[src/rtl/sleep_seq.sv]
module sleep_seq #(
  parameter int NQ = 4,
  parameter int CW = 16
) (
  input  logic          clk,
  input  logic          rst_n,
  input  logic          sg_cycle,
  input  logic          cfg_discon_en,
  input  logic          cfg_reg_dimm,
  input  logic [31:0]   dram_mode_reg,
  input  logic [31:0]   ctl_stat_reg,
  input  logic [NQ-1:0] q_empty,
  input  logic [CW-1:0] drain_limit,
  input  logic          sr_ack,
  output logic          sr_enter_req,
  output logic          sr_exit_req,
  input  logic          fwd_ack,
  output logic          fwd_req,
  input  logic          clk_stop_n,
  output logic          core_clk_en,
  output logic          dram_clk_en,
  output logic          busy,
  output logic          err_sr,
  output logic          err_drain,
  output logic [2:0]    dbg_state
);
  localparam int REFDIS_BIT = 19;
  localparam int SREN_BIT   = 18;

  typedef enum logic [2:0] {
    S_IDLE, S_DRAIN, S_SR_ENTER, S_FORWARD, S_WAIT_STOP, S_GATED, S_UNGATE, S_SR_EXIT
  } st_t;

  st_t           st;
  logic          full;
  logic          sr_on;
  logic [CW-1:0] cnt;
  wire           sr_ok = !dram_mode_reg[REFDIS_BIT] && ctl_stat_reg[SREN_BIT];

  always_ff @(posedge clk) begin
    if (!rst_n) begin
      st        <= S_IDLE;
      full      <= 1'b0;
      sr_on     <= 1'b0;
      cnt       <= '0;
      err_sr    <= 1'b0;
      err_drain <= 1'b0;
    end else begin
      case (st)
        S_IDLE: if (sg_cycle) begin
          full  <= cfg_discon_en;
          sr_on <= 1'b0;
          cnt   <= '0;
          st    <= cfg_discon_en ? S_DRAIN : S_FORWARD;
        end
        S_DRAIN: begin
          if (&q_empty) begin
            if (sr_ok) st <= S_SR_ENTER;
            else begin
              err_sr <= 1'b1;
              st     <= S_FORWARD;
            end
          end else if (cnt == drain_limit) err_drain <= 1'b1;
          else cnt <= cnt + 1'b1;
        end
        S_SR_ENTER: if (sr_ack) begin
          sr_on <= 1'b1;
          st    <= S_FORWARD;
        end
        S_FORWARD:   if (fwd_ack) st <= full ? S_WAIT_STOP : S_IDLE;
        S_WAIT_STOP: if (!clk_stop_n) st <= S_GATED;
        S_GATED:     if (clk_stop_n) st <= S_UNGATE;
        S_UNGATE:    st <= sr_on ? S_SR_EXIT : S_IDLE;
        S_SR_EXIT: if (sr_ack) begin
          sr_on <= 1'b0;
          st    <= S_IDLE;
        end
        default: st <= S_IDLE;
      endcase
    end
  end

  assign sr_enter_req = (st == S_SR_ENTER);
  assign sr_exit_req  = (st == S_SR_EXIT);
  assign fwd_req      = (st == S_FORWARD);
  assign core_clk_en  = (st != S_GATED);
  assign dram_clk_en  = core_clk_en || cfg_reg_dimm;
  assign busy         = (st != S_IDLE);
  assign dbg_state    = st;
endmodule


[config.mk]
export PLATFORM = sky130hd
export DESIGN_NAME = sleep_seq
export DESIGN_NICKNAME = d
export VERILOG_FILES = /design/src/rtl/sleep_seq.sv
export SDC_FILE = /design/constraint.sdc
export NUM_CORES = 1
export LEC_CHECK = 0
export BUFFER_PORTS_ARGS = -buffer_cell sky130_fd_sc_hd__buf_2
export CAP_MARGIN = 20
export CELL_PAD_IN_SITES_DETAIL_PLACEMENT = 1
export CELL_PAD_IN_SITES_GLOBAL_PLACEMENT = 1
export CORE_MARGIN = 2
export CORE_UTILIZATION = 29
export DETAILED_ROUTE_END_ITERATION = 16
export PLACE_DENSITY_LB_ADDON = 0.1
export SETUP_SLACK_MARGIN = 0.5
export SYNTH_ARGS = -nofsm -noshare
export SYNTH_HDL_FRONTEND = slang
export SYNTH_SLANG_ARGS = --single-unit
[constraint.sdc]
create_clock -name clk -period 2.1 [get_ports clk]
set_input_delay 0.42 -clock clk [delete_from_list [all_inputs] [get_ports clk]]
set_output_delay 0.42 -clock clk [all_outputs]
set_load 0.005 [all_outputs]
# Word-level counts from Yosys, hierarchy flattened
# Index checks and enable logic that the tools add are counted.
# totals
ff_bits	23
in_bits	92
output_inout_bits	11
elab_cells	61
# op_classes
add_sub_neg	1
eq_ne	18
mux	20
bitwise	2
n_reduce_logical	14
# op_table
operator	n
$mux W16	3
$pmux W16 S2	1
$mux W3	9
$pmux W3 S8	1
$ne A2 B2 Y1 const B	9
$add A16 B1 Y16 const B	1
$eq A16 B16 Y1	1
$eq A3 B3 Y1 const B	4
$reduce_and A4 Y1	3
$reduce_and A7 Y1	1
$eq A3 B2 Y1 const B	2
$reduce_and A6 Y1	1
$reduce_bool A3 Y1	2
$mux W1	4
$eq A3 B1 Y1 const B	1
$logic_not A3 Y1	1
$ne A3 B3 Y1 const B	1
$pmux W1 S3	1
$reduce_and A3 Y1	1
$mux W2	1
$not A1 Y1	2
$reduce_and A2 Y1	1
$reduce_bool A2 Y1	1
$logic_and A1 B1 Y1	1
2 further kinds	2

# Longest topological paths before layout
# Gate-level depths: netlist of run 1.
# logic_depth
word_depth	5
depth_mapped	8
mapped_depth_nobuf	6

# Worst setup path before layout of run 1
# No wires, ideal clock.
# synth_path
path_kind	reg-to-reg
start	reg st[0], in the netlist dbg_state[0]
end	reg st[1], in the netlist dbg_state[1]
setup_time_ns	0.122
t_arrival_ns	1.689
required_time_ns	1.978
path_slack_ns	0.289
path_stages_with_launch	8
cell_sequence	dfxtp_1 buf_6 nor3b_4 and2_4 buf_6 a2111oi_4 a21oi_2 o311a_1
# synth_between
elab_chain_cells	3
elab_cells_between_ends	17
cone_classes	eq/ne: 14; mux: 1; reduce/logical: 2
# synth_rtl
element	line_no	text
start: declaration	34	st_t st;
start signal: assignment	54	st <= cfg_discon_en ? S_DRAIN : S_FORWARD;
start signal: assignment	70	S_FORWARD: if (fwd_ack) st <= full ? S_WAIT_STOP : S_IDLE;
start signal: assignment	73	S_UNGATE: st <= sr_on ? S_SR_EXIT : S_IDLE;
$eq A3 B1 Y1, or another cell as far along	49	case (st)
$ne A2 B2 Y1 (no source line)	n/a	
$reduce_and A7 Y1 (no source line)	n/a	
# Parallel ways exist; a longest one is shown, timed or not.
# A chain may end at the register's enable or synchronous reset.

# Worst setup path in the final report of run 1
# layout_path
start	reg cnt[0]
end	reg cnt[9]
# layout_between
elab_chain_cells	4
elab_cells_between_ends	7
cone_classes	add/sub: 1; eq/ne: 2; mux: 3; reduce/logical: 1
# layout_rtl
element	line_no	text
start: declaration	37	logic [CW-1:0] cnt;
start signal: assignment	64	else cnt <= cnt + 1'b1;
$add A16 B1 Y16	64	
$mux W16	63	end else if (cnt == drain_limit) err_drain <= 1'b1;
$mux W16	57	if (&q_empty) begin
$pmux W16 S2	49	
# Parallel ways exist; a longest one is shown, timed or not. The select of a mux whose other input is x is not followed.

==> results of run 1 <==
==> power by group <==
| part | internal (mW) | switching, mW | leakage, nW | total, mW |
|---|---|---|---|---|
| sequential | 0.486 | 0.0730 | 0.199 | 0.559 |
| clock | 0.136 | 0.163 | 0.0228 | 0.299 |
| combinational | 0.556 | 0.546 | 0.884 | 1.10 |
==> critical path: cells and delay by family (launching register included) <==
family	cells	cell delay, ns
AND/OR/NAND/NOR	2	0.64
flip-flops	1	0.38
AO/OA/AOI/OAI	2	0.36
XOR/XNOR	1	0.17
buffers and inverters	1	0.13
==> repair_timing <==
item	4_1_cts	5_1_grt
resized for setup	52	49
setup endpoints to repair	25	25
gates cloned	0	0
pin swaps	19	25
buffers inserted	22	13
==> synth_stat cells, drive strengths merged (3+ instances only) <==
library cell   n
dfxtp         23
nand3         18
xor2          16
a21oi         13
nand2         10
nor2          10
nor3           9
buf            8
inv            7
nand4          7
a31oi          6
and3           6
clkbuf         6
nor4           6
mux2i          5
or4            4
and2           3
nand2b         3
nand4b         3
o211ai         3
o21a           3
o21ai          3
o311ai         3
==> area by class of cell <==
type | instances | area [um2]
Fill cell | 671 | 2750
Tap cell | 72 | 90.1
Timing Repair Buffer | 94 | 686
Sequential cell | 23 | 509
Clock buffer | 4 | 45.0
Multi-Input combinational cell | 156 | 1350
Inverter | 7 | 36.3
==> sequential cells by signal (all words and copies together) (netlist names) <==
signal	count
sr_on	1
err_sr	1
dbg_state	3
full	1
err_drain	1
cnt	16
==> cells by family after synthesis <==
family / Yosys count / synth area share, %
and+or+nand+nor: 88 / 30.7
AOI/OAI and AO/OA: 44 / 20.2
DFF: 23 / 28.3
buffers and inverters: 21 / 7.07
xor gates and xnor gates: 17 / 9.15
muxes: 6 / 3.77
adders and majority gates: 1 / 0.769
==> cells in the final DEF, fill, tap and decap left out, types with 4 or more instances in the layout <==
master / Yosys / final
buf_2: 4 / 38
buf_4: 0 / 37
buf_6: 4 / 18
nand3_1: 18 / 15
nor2_1: 10 / 10
dfxtp_4: 0 / 10
xor2_2: 0 / 9
dfxtp_2: 0 / 9
a21oi_1: 11 / 8
nand4_1: 7 / 7
a31oi_1: 6 / 6
nand2_1: 10 / 6
xor2_1: 16 / 5
mux2i_1: 5 / 5
nor3_1: 9 / 5
inv_1: 7 / 4
nand2_2: 0 / 4
a21oi_2: 2 / 4
dfxtp_1: 23 / 4
==> worst max-delay path by stage <==
stage	start	endpoint	slack, ns	cells after the start
6_report	cnt[0]	cnt[9]	0.33	6
5_1_grt	cnt[2]	cnt[14]	0.22	7
4_1_cts	cnt[2]	cnt[9]	0.27	7
3_5_place_dp	drain_limit[11]	cnt[9]	0.02	7
3_3_place_gp	drain_limit[11]	cnt[15]	0.02	8
2_1_floorplan	drain_limit[6]	cnt[9]	0.39	6
==> metrics by stage <==
step           hold WS (ns)  power, mW  util (%)  setup slack [ns]  std cells
6_report              0.410       1.96      49.7             0.330        356
5_1_grt               0.425       2.07      49.7             0.216        356
4_1_cts               0.400       1.76      43.9             0.274        343
3_5_place_dp          0.459       1.21      36.6            0.0234        317
3_3_place_gp          0.456       1.21      36.6            0.0231        317
2_1_floorplan         0.455      0.997         -             0.386        200
==> layer usage <==
metal | GRT usage [%] | vias to the layer above
li1 | - | 923
met1 | 24.9 | 914
met2 | 34.1 | 45
met3 | 2.27 | 4
met4 | 3.10 | 0
met5 | 0 | -
==> flow_metrics.tcl, run 1 <==
set metrics [dict create \
    rows 27 \
    power_density_mw_per_mm2 720 \
    slowest_stage "dfxtp_4" \
    max_cap_violations 0 \
    antenna_left 0 \
    synth-edff-count 0 \
    antenna_found_initial 0 \
    core_area_mm2 0.00547 \
    initialDrtViolationCount 95 \
    die_w_um 78.9 \
    final_area_mm2 0.00272 \
    worstHoldStart "cfg_discon_en" \
    critical_path.max_fanout 6 \
    avgSynthCellArea_um2 8.14 \
    h-tree-depth 1 \
    wl_met2_um 3090 \
    status "complete, no violations" \
    postCtsHoldBufs 0 \
    drcViolationCount 0 \
    grt.total_usage_pct 19.0 \
    yosys.area.top_type "dfxtp_1" \
    dp_hpwl_um 4050 \
    crit_path_max_incr_delay_ns 0.38 \
    root_buffer "clkbuf_8" \
    period_needed_ns 1.77 \
    rr_startpoint "cnt[0]" \
    start_util_pct 29.7 \
    grt_overflow_total 0 \
    ys_seq_area_share_pct 28.3 \
    highest_layer "met4" \
    num_antenna_cells 0 \
    syn-instance-count 200 \
    vias_per_cell 5.30 \
    synth_area_mm2 0.00163 \
    wire_per_inst_um 17.1 \
    grt_pass1_wl_um 9200 \
    synth_cell_types 46 \
    grt_pass1_vias 1785 \
    die_area_mm2 0.00623 \
    setup_viol_count_final 0 \
    worstHoldPathType "in -> reg" \
    final.period_utilization_pct 84.3 \
    cp.required_ns 2.27 \
    startpoint_type "flip-flop" \
    max_slew.worst_pin.slew_ns 0.460 \
    p_leak_nw 1.11 \
    clk_latency_ns 0.27 \
    clock_sinks 23 \
    fmax_mhz 565 \
    crit_arrival_ns 1.94 \
    synth_warnings 0 \
    place_congestion 0.748 \
    reg2reg_depth 6 \
    area_delta_synth_final_pct 67.1 \
    hold_violations 0 \
    via_count 1886 \
    wl_um 6100 \
    synthesis.nets 293 \
    max-vdd-ir-drop_uv 431 \
    finalSetupTns_ns 0 \
    cts_buffer_depth 2 \
    synth_flop_cell "dfxtp_1" \
    crit_chain "xor2_1 -> nor4_2 -> and4_4 -> buf_6 -> a21oi_4 -> a221o_1" \
    grt_max_degree 18 \
    drive_above_1_share_pct 58.5 \
    worstHoldEndpoint "full" \
    num_io_pins 103 \
    synth_top_area_share_pct 28.3 \
    wl_met1_um 2770 \
    synth.area.top_cells "dfxtp_1 28%, xor2_1 8.6%, nand3_1 5.5%, a21oi_1 3.4%, mux2i_1 3.1%" \
    critPathKind "reg -> reg" \
    dr_wl_met3_um 226 \
    async_reset_ff_share_pct 0 \
    r2r_slack_ns 0.33 \
    relSlewSlack_pct 69.3 \
    slew_viol_final 0 \
    hold_depth 3 \
    first_pass_iters 4 \
    ys_ff_latch 23 \
    rsz0062_at_grt "true" \
    die_y_um 78.9 \
    cts_tree "done" \
    worstReg2RegEnd "cnt[9]" \
    cts_inserted_buffers 3 \
    cp-end-kind "flip-flop" \
    nNetsFinal 378 \
    portBuffers 40 \
    path_clk_slew_ns 0.10 \
    post_dp_cell_area_mm2 0.00200 \
    finClkSkew_ns 0.00945 \
]
(Power assumes the default switching activity.)
==> run 2: changes to the inputs <==
Clock period 2.1 ns to 1.8 ns, I/O delays scaled along.
==> flow_metrics.tcl, run 2 (synthesis results as in run 1) <==
set metrics [dict create \
    period_needed_ns 1.77 \
    die_w_um 78.9 \
    top_register "cnt" \
    max_cap_violations 0 \
    rows 27 \
    worstHoldPathType "in -> reg" \
    final.period_utilization_pct 98.4 \
    crit_arrival_ns 1.95 \
    wl_um 6770 \
    initialDrtViolationCount 54 \
    finClkSkew_ns 0.00654 \
    dp_hpwl_um 4360 \
    h-tree-depth 1 \
    worstHoldEndpoint "full" \
    rsz0062_at_grt "true" \
    worstHoldStart "cfg_discon_en" \
    r2r_slack_ns 0.03 \
    path_clk_slew_ns 0.10 \
    startpoint_type "flip-flop" \
    die_area_mm2 0.00623 \
    postCtsHoldBufs 0 \
    wl_met1_um 3070 \
    status "complete, no violations" \
    highest_layer "met4" \
    grt_pass1_vias 2078 \
    cts_tree "done" \
    power_density_mw_per_mm2 888 \
    place_congestion 0.774 \
    antenna_found_initial 0 \
    cp_num_buf_inv 1 \
    portBuffers 40 \
    largest_reg_flops 16 \
    worstReg2RegEnd "cnt[9]" \
    wire_per_inst_um 17.9 \
    cts_inserted_buffers 3 \
    crit_path_max_incr_delay_ns 0.34 \
    crit_chain "xor2_1 -> nor4_2 -> and4_4 -> buf_12 -> a21oi_4 -> a221o_1" \
    antenna_left 0 \
    die_y_um 78.9 \
    wl_met2_um 3430 \
    start_util_pct 29.7 \
    fmax_mhz 565 \
    hold_violations 0 \
    cp-end-kind "flip-flop" \
    critical_path.max_fanout 7 \
    num_io_pins 103 \
    area_delta_synth_final_pct 82.0 \
    grt.total_usage_pct 20.6 \
    nNetsFinal 401 \
    finalSetupTns_ns 0 \
    drcViolationCount 0 \
    clock_sinks 23 \
    root_buffer "clkbuf_8" \
    core_area_mm2 0.00547 \
    max-vdd-ir-drop_uv 510 \
    grt_max_degree 18 \
    grt_overflow_total 0 \
    rr_startpoint "cnt[13]" \
    drive_above_1_share_pct 57.3 \
    cts_buffer_depth 2 \
    hold_depth 3 \
    cp.required_ns 1.98 \
    reg2reg_depth 6 \
    relSlewSlack_pct 76.0 \
    critPathKind "reg -> reg" \
    final_core_util_pct 54.1 \
    max_slew.worst_pin.slew_ns 0.354 \
    grt_pass1_wl_um 10000 \
    fin_total_pwr_mw 2.63 \
    clk_latency_ns 0.28 \
    p_leak_nw 1.27 \
    mostFrequentLayoutCell "buf_4" \
    vias_per_cell 5.22 \
    via_count 1978 \
    num_antenna_cells 0 \
    slew_viol_final 0 \
    slowest_stage "dfxtp_1" \
    dr_wl_met3_um 177 \
    final_cell_mix "51 x buf_4, 33 x buf_2, 27 x buf_6" \
    first_pass_iters 4 \
    n_fill_cell 651 \
    critPathTopFamily "simple AND/OR/NAND/NOR gates" \
    setup_viol_count_final 0 \
]
-- run 2: cell count changes in the layout (fill, tap and decap cells not counted), sizes merged --
cell,previous run,this run
buf,94,116
clkbuf,4,5
-- run 2: area by class of cell --
type	instances	area, um2	area share, %
multi-input combinational	156	1350	45.7
timing repair buffer	117	962	32.5
sequential	23	480	16.2
tap	72	90.1	3.04
clock buffer	4	45.0	1.52
inverter	7	31.3	1.06
-- run 2: through the flow --
stage / setup WS [ns] / cell area, um2 / std cells / hold slack, ns
after floorplan: 0.133 / 1690 / 200 / 0.455
after global placement: -0.176 / 2220 / 343 / 0.465
after detailed placement: -0.197 / 2220 / 343 / 0.461
after CTS: 0.00561 / 2640 / 371 / 0.340
after global routing: -0.0635 / 2960 / 379 / 0.381
final: 0.0292 / 2960 / 379 / 0.364
-- run 2: worst min-delay path: cells and delay by family --
| family | cells | cell delay [ns] |
|---|---|---|
| buffers and inverters | 1 | 0.09 |
| and+or+nand+nor | 1 | 0.10 |
| muxes | 1 | 0.06 |
-- run 2: what timing repair did --
action                                  in CTS  in global routing
endpoints found under the setup margin      30                 32
setup buffers                               24                  7
gates cloned                                 0                  1
pin swaps                                   13                 18
gates resized for setup                     44                 52
-- run 2: worst max-delay path by stage --
stage                     from      endpoint  cells past startpoint
2_1_floorplan     dbg_state[0]  dbg_state[1]                      7
3_3_place_gp    drain_limit[0]        cnt[9]                      8
3_5_place_dp   drain_limit[15]       cnt[15]                      8
4_1_cts                 cnt[5]       cnt[15]                      6
5_1_grt                 cnt[0]        cnt[9]                      7
6_report               cnt[13]        cnt[9]                      6
-- run 2: routing by layer --
layer	global-route usage (%)	up-vias
li1	-	969
met1	25.7	966
met2	37.0	37
met3	2.27	6
met4	6.72	0
met5	0	-
-- run 2: power by group --
group	switching, mW	internal [mW]	total (mW)
Sequential	0.0632	0.567	0.630
Clock	0.196	0.159	0.355
Combinational	0.768	0.876	1.64
Total	1.03	1.60	2.63
==> run 3: changes to the inputs <==
Settings changed: SETUP_SLACK_MARGIN 0.5 to default.
==> flow_metrics.tcl, run 3 (synthesis results as in run 1) <==
set metrics [dict create \
    core_area_mm2 0.00547 \
    critPathKind "reg -> reg" \
    mostFrequentLayoutCell "buf_4" \
    power_density_mw_per_mm2 822 \
    path_clk_slew_ns 0.09 \
    max_cap_violations 0 \
    grt_pass1_wl_um 9250 \
    critical_path.max_fanout 14 \
    cp_num_buf_inv 2 \
    period_needed_ns 1.81 \
    crit_cells 7 \
    reg2reg_depth 7 \
    startpoint_type "flip-flop" \
    max_slew.worst_pin.slew_ns 0.349 \
    grt_max_degree 18 \
    hold_depth 3 \
    wl_um 5880 \
    p_leak_nw 1.07 \
    dp_hpwl_um 4430 \
    h-tree-depth 1 \
    slowest_stage "nor4_2" \
    relSlewSlack_pct 76.5 \
    num_antenna_cells 0 \
    crit_path_max_incr_delay_ns 0.37 \
    grt.total_usage_pct 19.0 \
    wire_per_inst_um 16.3 \
    grt_overflow_total 0 \
    cts_inserted_buffers 3 \
    cts_tree "done" \
    status "finished with violations" \
    cp.required_ns 1.96 \
    clk_latency_ns 0.27 \
    start_util_pct 29.7 \
    r2r_slack_ns -0.009 \
    cts_buffer_depth 2 \
    drive_above_1_share_pct 46.5 \
    die_area_mm2 0.00623 \
    first_pass_iters 4 \
    via_count 1854 \
    post-place-ws_ns -0.277 \
    slew_viol_final 0 \
    rsz0062_at_grt "true" \
    n_fill_cell 699 \
    vias_per_cell 5.15 \
    nNetsFinal 382 \
    antenna_left 0 \
    antenna_found_initial 0 \
    postCtsHoldBufs 0 \
    max-vdd-ir-drop_uv 454 \
    initialDrtViolationCount 53 \
    worstHoldPathType "in -> reg" \
    final.period_utilization_pct 100 \
    root_buffer "clkbuf_8" \
    critPathTopFamily "simple AND/OR/NAND/NOR gates" \
    setup_viol_count_final 2 \
    die_y_um 78.9 \
    top_register "cnt" \
    portBuffers 40 \
    place_congestion 0.833 \
    hold_violations 0 \
    cp-end-kind "flip-flop" \
    largest_reg_flops 16 \
    dp.cells 349 \
    fmax_mhz 553 \
    rows 27 \
    crit_chain "xor2_1 -> nor4_2 -> and4_4 -> buf_12 -> buf_4 -> mux2i_1 -> a21oi_1" \
    fin_ws_ns -0.00852 \
    clock_sinks 23 \
    violations "setup timing" \
    num_io_pins 103 \
    final_cell_mix "53 x buf_4, 40 x buf_2, 18 x nand3_1" \
    drcViolationCount 0 \
    grt_pass1_vias 1856 \
    die_w_um 78.9 \
    crit_arrival_ns 1.97 \
    finClkSkew_ns 0.00438 \
    area_delta_synth_final_pct 51.7 \
    layoutNonFillerInstCount 360 \
]
## run 3: cell count changes in the layout (fill, tap and decap cells not counted), moves of 3 or more
cell	change
nor3_4	-4
nor3_1	+4
buf_8	-3
and3_1	+3
buf_6	-24
and3_4	-3
buf_2	+7
## run 3: report_power, final
part | leakage (nW) | internal [mW] | switching (mW) | total [mW]
Combinational | 0.857 | 0.517 | 0.552 | 1.07
Clock | 0.0228 | 0.159 | 0.188 | 0.347
Sequential | 0.192 | 0.565 | 0.0503 | 0.616
Total | 1.07 | 1.24 | 0.790 | 2.03
## run 3: final cells by class
| class | count | area [um2] | share of cell area (%) |
|---|---|---|---|
| clock buffer | 4 | 45.0 | 1.82 |
| multi-input combinational | 156 | 1150 | 46.7 |
| inverter | 7 | 30.0 | 1.22 |
| tap | 72 | 90.1 | 3.65 |
| sequential | 23 | 479 | 19.4 |
| timing repair buffer | 98 | 672 | 27.2 |
## run 3: path summary, 6_finish.rpt
kind | startpoint | end
max | cnt[14] | cnt[14]
min | cfg_discon_en | full
max reg2reg | cnt[14] | cnt[14]
min reg2reg | err_sr | err_sr
## run 3: repair_timing
| action | in CTS | in global routing |
|---|---|---|
| hold endpoints to repair | 0 | 0 |
| pin swaps | 4 | 5 |
| resized for setup | 10 | 26 |
| setup endpoints to repair | 13 | 20 |
| setup buffers | 1 | 7 |
## run 3: routing by layer
metal  track usage, %  vias up  wire, um
met2             31.0       33      2860
met1             26.6      892      2800
li1                 -      925         -
met5                0        -         0
met3             2.05        4       179
met4             5.17        0        50
## run 3: per-stage QoR
step,util [%],area (um2),setup TNS (ns),total power [mW],hold slack (ns)
after floorplan,-,1630,0,1.12,0.455
after global placement,40.6,2220,-1.79,1.56,0.462
after detailed placement,40.6,2220,-2.82,1.57,0.465
after CTS,42.1,2300,-0.149,1.92,0.338
after global routing,45.1,2470,-1.04,2.16,0.400
final,45.1,2470,-0.0138,2.03,0.341
## run 3: tightest hold or removal path, cell delays in order
cell	delay, ns
buf_2	0.09
mux2i_1	0.06
nor2_1	0.07
